`src/rtl/lat_dec16_pkg.sv`:
```
package lat_dec16_pkg;
  localparam int unsigned ADDR_W_DEF = 4;

  function automatic int unsigned line_count(input int unsigned aw);
    return 1 << aw;
  endfunction
endpackage

```
`src/rtl/lat_dec16_hold.sv`:
```
module lat_dec16_hold #(
  parameter int unsigned ADDR_W = 4
) (
  input  logic              clk,
  input  logic              rst_n,
  input  logic              load_i,
  input  logic [ADDR_W-1:0] addr_i,
  output logic [ADDR_W-1:0] held_q,
  output logic [ADDR_W-1:0] eff_o
);
  always_ff @(posedge clk) begin
    if (!rst_n)
      held_q <= '0;
    else if (load_i)
      held_q <= addr_i;
  end

  // transparent view: live address while loading, stored value otherwise
  always_comb eff_o = load_i ? addr_i : held_q;
endmodule

```
`src/rtl/lat_dec16_expand.sv`:
```
module lat_dec16_expand #(
  parameter int unsigned ADDR_W = 4,
  localparam int unsigned LINES = 1 << ADDR_W
) (
  input  logic [ADDR_W-1:0] code_i,
  output logic [LINES-1:0]  hot_o
);
  for (genvar g = 0; g < LINES; g++) begin : g_line
    assign hot_o[g] = (code_i == ADDR_W'(g));
  end
endmodule

```
`src/rtl/lat_dec16_gate.sv`:
```
module lat_dec16_gate #(
  parameter int unsigned LINES = 16
) (
  input  logic             oe_n_i,
  input  logic [LINES-1:0] hot_i,
  output logic [LINES-1:0] sel_o
);
  always_comb sel_o = oe_n_i ? '0 : hot_i;
endmodule

```
`src/rtl/lat_dec16.sv`:
```
module lat_dec16
  import lat_dec16_pkg::*;
#(
  parameter int unsigned ADDR_W = ADDR_W_DEF,
  localparam int unsigned LINES = 1 << ADDR_W
) (
  input  logic              clk,
  input  logic              rst_n,
  input  logic [ADDR_W-1:0] addr_i,
  input  logic              load_i,
  input  logic              oe_n_i,
  output logic [LINES-1:0]  sel_o
);
  logic [ADDR_W-1:0] held;
  logic [ADDR_W-1:0] eff;
  logic [LINES-1:0]  hot;

  lat_dec16_hold #(.ADDR_W(ADDR_W)) u_hold (
    .clk(clk), .rst_n(rst_n), .load_i(load_i), .addr_i(addr_i),
    .held_q(held), .eff_o(eff)
  );

  lat_dec16_expand #(.ADDR_W(ADDR_W)) u_expand (
    .code_i(eff), .hot_o(hot)
  );

  lat_dec16_gate #(.LINES(LINES)) u_gate (
    .oe_n_i(oe_n_i), .hot_i(hot), .sel_o(sel_o)
  );
endmodule

```
`config.mk`:
```
export PLATFORM = sky130hd
export DESIGN_NAME = lat_dec16
export DESIGN_NICKNAME = d
export VERILOG_FILES = /design/src/rtl/lat_dec16_pkg.sv /design/src/rtl/lat_dec16_hold.sv /design/src/rtl/lat_dec16_expand.sv /design/src/rtl/lat_dec16_gate.sv /design/src/rtl/lat_dec16.sv
export SDC_FILE = /design/constraint.sdc
export NUM_CORES = 1
export LEC_CHECK = 0
export ABC_AREA = 1
export BUFFER_PORTS_ARGS = -buffer_cell sky130_fd_sc_hd__buf_4
export CORE_AREA = 2 2 39 41
export CTS_CLUSTER_SIZE = 28
export DETAILED_ROUTE_END_ITERATION = 12
export DIE_AREA = 0 0 41 43
export MAX_ROUTING_LAYER = met4
export SETUP_SLACK_MARGIN = 0.05
export SYNTH_ARGS = -nofsm -noshare
export SYNTH_HDL_FRONTEND = slang
export SYNTH_SLANG_ARGS = --single-unit
```
`constraint.sdc`:
```
create_clock -name clk -period 2.1 [get_ports clk]
set_input_delay 0.42 -clock clk [delete_from_list [all_inputs] [get_ports clk]]
set_output_delay 0.42 -clock clk [all_outputs]
set_load 0.02 [all_outputs]
```
After elaboration in Yosys (flattened, before gate mapping):

Cells that the tools add are included.

* bits in registers: 4
* word-level logic and storage cells: 19
* output and inout port bits: 16
* ROM bits: 0
* input port bits: 8
* latch bits: 0
* memories: 0
* bits in writable memories: 0

* shifts and indexed selects: 0
* divide/modulo/power cells: 0
* eq/ne operators: 15
* reduce and logical (&&, ||, !) cells: 1
* $add $sub $neg: 0
* multipliers: 0
* mux-type cells: 2
* bitwise gates (word level): 0
* magnitude comparators: 0

Operator list (number)
* $eq 4x4->1 const B: 8
* $eq 4x3->1 const B: 4
* $mux 16: 1
* $eq 4x2->1 const B: 2
* $eq 4x1->1 const B: 1
* $logic_not 4->1: 1
* $mux 4: 1

Depth between registers and ports, before layout:

* word-level depth: 3
* depth in mapped cells: 7
* gate-level depth less buffers: 6

Cells and area by module:

A second synthesis with hierarchy kept.

* cells, all modules: 96
* area total of the unflattened synthesis: 454.2 um^2

Modules (own cells, without submodules)
* lat_dec16_hold: seq. area each 80.1 um^2, area each 195.2 um^2, times used 1, cells each 34
* lat_dec16_gate: seq. area each 0.0 um^2, area each 153.9 um^2, times used 1, cells each 34
* lat_dec16_expand: seq. area each 0.0 um^2, area each 105.1 um^2, times used 1, cells each 28

Worst setup path before layout:

OpenSTA, ideal clock, no wires.

* path type: input-to-output
* start: in load_i
* end: out sel_o[0]
* arrival time: 1.141 ns
* stages: 6
* data required time: 1.680 ns
* buffers on the path: 1
* slack: 0.539 ns
* cell sequence: buf_6 -> nand2_1 -> nand2_4 -> inv_4 -> nand2_2 -> nor2_1

* cells in the longest elaborated chain, start to end: 3

RTL lines
* start: declaration: line lat_dec16.sv:10 `input logic load_i,`
* $mux 4: line lat_dec16_hold.sv:19 `always_comb eff_o = load_i ? addr_i : held_q;`
* $logic_not 4->1: line lat_dec16_expand.sv:9 `assign hot_o[g] = (code_i == ADDR_W'(g));`
* $mux 16: line lat_dec16_gate.sv:8 `always_comb sel_o = oe_n_i ? '0 : hot_i;`
* end: declaration: line lat_dec16.sv:12 `output logic [LINES-1:0] sel_o`

No other way between the ends.

Worst setup path after layout:

* start: in load_i
* end: out sel_o[12]

* cells in the longest elaborated chain, start to end: 3

RTL lines (line)
* $mux 4: lat_dec16_hold.sv:19
* $eq 4x4->1: lat_dec16_expand.sv:9
* $mux 16: lat_dec16_gate.sv:8

No other way between the ends.

==> run summary <==
Fmax = 627 MHz
Post-DR wirelength/cell = 8.96 µm
Synth Flop Type = dfxtp_1
Min Tclk post-route = 1.59 ns
Fill count = 152
Max FFs per register = 4
Max Cap Viol = 0
Data arrival, critical path = 1.17 ns
Final Setup Violations = 0
Drt drc = 0
Switching share of power = 0.326
Syn nets = 69
Outcome = finished clean
#FFs+latches synth = 4
Dominant cell type by area after synthesis = dfxtp_1
Seq pwr share = 0.315
First-pass GRT wire length = 1410 µm
Worst Path Required = 1.68 ns
Top cells by count, synth = 20 x nor2_1, 10 x nand2_1, 9 x nand2_2
Seq. cell area = 80.1 µm²
# hold bufs at CTS = 0
Layout cells sized above 1 = 0.523
Crit share post-route = 0.759
Crit path buf inv count = 3
Most frequent CP cell = buf_4
CTS tree = yes
Top Registers = u_hold.held_q: 4 flops
FP Rows = 14
ANT nets after route = 0
H-tree Lvls = 1
Max Slew Vio Count = 0
I/O pin count = 24
Post-synthesis sequential area ratio = 0.204
Syn Area/Cell = 6.42 µm²
Int Pwr = 179 µW
Vias = 427
Die extent in x = 41 µm
Post-synth cell types = 12
Max VDD drop = 0.248 mV
Crit. End Element = primary output
Cells after Synth = 61
CTS root buf = clkbuf_4
Asr flop ratio synth = 0
Max stage delay on crit path = 0.15 ns
Cell Area, Synth = 392 µm²
Combinational Power Share = 0.328
Vias per cell = 4.19
Pre-Repair DR Iteration Count = 2
RSZ-0062 raised after global routing = no
Clk pwr share = 0.356
Slew at the pin closest to its max-slew limit = 0.178 ns
Nets = 96
Final Hold Viols = 0
Ranking of synthesized cells by area = dfxtp_1 20%, nor2_1 19%, nand2_2 14%, nand3_2 10%, nand2_1 9.6%
Worst-path fanout max = 8
Initial drt markers = 3
Worst path cell trace = buf_4 -> inv_8 -> nand2_1 -> nand2_2 -> nand3_2 -> nor2_1 -> buf_4
Clock tree buffer depth = 2
Area Overhead vs Synth = 52.1%
Total power = 265 µW
Vias in the first global route = 387
Overall Global Routing Usage = 0.121
Total grt overflow = 0
Number of synthesized flops with an enable pin = 0
Largest net degree at the start of global routing = 9
Top cell type's share of synthesized area = 0.204
Worst hold path type = input pin to flip-flop
Drt total wl = 914 µm
Core Region = 1380 µm²
Multi-input logic area = 256 µm²
Net Sw Power = 86.5 µW
Cts bufs inserted = 3
Resized Gates After CTS = 0
Critical path type = input pin to primary output
Die Ht = 43 µm
Crit path launch type = input pin
Synth warnings = 0
Initial antenna violation count = 0
Power density over cell area = 446 nW/µm²
Clock Latency Late Sink = 0.23 ns
Leakage power figure = 0.314 nW
Full die area = 1760 µm²
GPL Wtd Cong = 0.784
Num Clock Sinks = 4
Most frequent cell after synthesis = nor2_1
Initial Utilization = 0.283
PortBufs = 23
Inserted Diodes = 0
Max stage delay cell, worst path = buf_4
Slew HR = 0.881
Most flops, register = u_hold.held_q
CP top delay family = buffers and inverters
Post-CTS Setup Repair Bufs = 0
Worst Skew = 0 ns
Clk pin slew, worst setup/hold paths = 0.04 ns
HPWL after DPL = 818 µm
Setup TNS = 0 ns
## cell type report
| class | instances | share of cell area |
|---|---|---|
| Clock buffer | 3 | 0.0378 |
| Inverter | 9 | 0.0735 |
| Multi-Input combinational cell | 47 | 0.431 |
| Tap cell | 16 | 0.0336 |
| Timing Repair Buffer | 23 | 0.290 |
| Sequential cell | 4 | 0.134 |
## layout by cell type, fill, tap and decap left out
master / count
clkbuf_4: 3
inv_4: 1
buf_4: 23
nor2_1: 20
inv_1: 7
nand2_4: 2
inv_8: 1
o21ai_4: 1
nand2_1: 10
o21ai_2: 1
nand2_2: 9
nand3_2: 4
dfxtp_1: 4
## worst min-delay path: cells and delay by family
| family | cells | cell delay (ns) |
|---|---|---|
| simple gates | 1 | 0.10 |
| buf+inv | 2 | 0.14 |
## power groups by stage
| stage | registers [mW] | logic (mW) | clock network, mW |
|---|---|---|---|
| after floorplan | 0.0846 | 0.0630 | 0 |
| after global placement | 0.0849 | 0.0888 | 0 |
| after detailed placement | 0.0849 | 0.0889 | 0 |
| after CTS | 0.0838 | 0.0890 | 0.0993 |
| after global routing | 0.0841 | 0.0969 | 0.106 |
| final | 0.0837 | 0.0871 | 0.0946 |
## final timing paths
check	start	end	slack, ns	cells after the start
max	load_i	sel_o[12]	0.51	7
min	rst_n	u_hold.held_q[1]$_SDFF_PN0_	0.46	3
max reg2reg	u_hold.held_q[2]$_SDFF_PN0_	u_hold.held_q[2]$_SDFF_PN0_	1.42	4
min reg2reg	u_hold.held_q[1]$_SDFF_PN0_	u_hold.held_q[1]$_SDFF_PN0_	0.58	4
## stage by stage
step                area [µm²]  worst slack, ns  hold WS, ns   util  instances
finish                     596            0.506        0.463  0.430        102
detailed placement         573            0.491        0.579  0.414         99
floorplan                  392            0.539        0.543      -         61
global placement           573            0.484        0.578  0.414         99
global route               596            0.415        0.483  0.430        102
CTS                        596            0.490        0.456  0.430        102
## metal layers
metal  vias up  global-route usage  share of wire
met5         -                   -              0
met4         0              0.0800              0
met3         0              0.0157           0.10
met2        19               0.219           0.52
met1       173               0.106           0.38
li1        235                   -              -
## cell families after synthesis
| kind of cell | share of synthesized area |
|---|---|
| AOI/OAI and AO/OA | 0.0639 |
| DFF | 0.204 |
| buffers and inverters | 0.141 |
| and+or+nand+nor | 0.591 |
(Power assumes the default switching activity.)
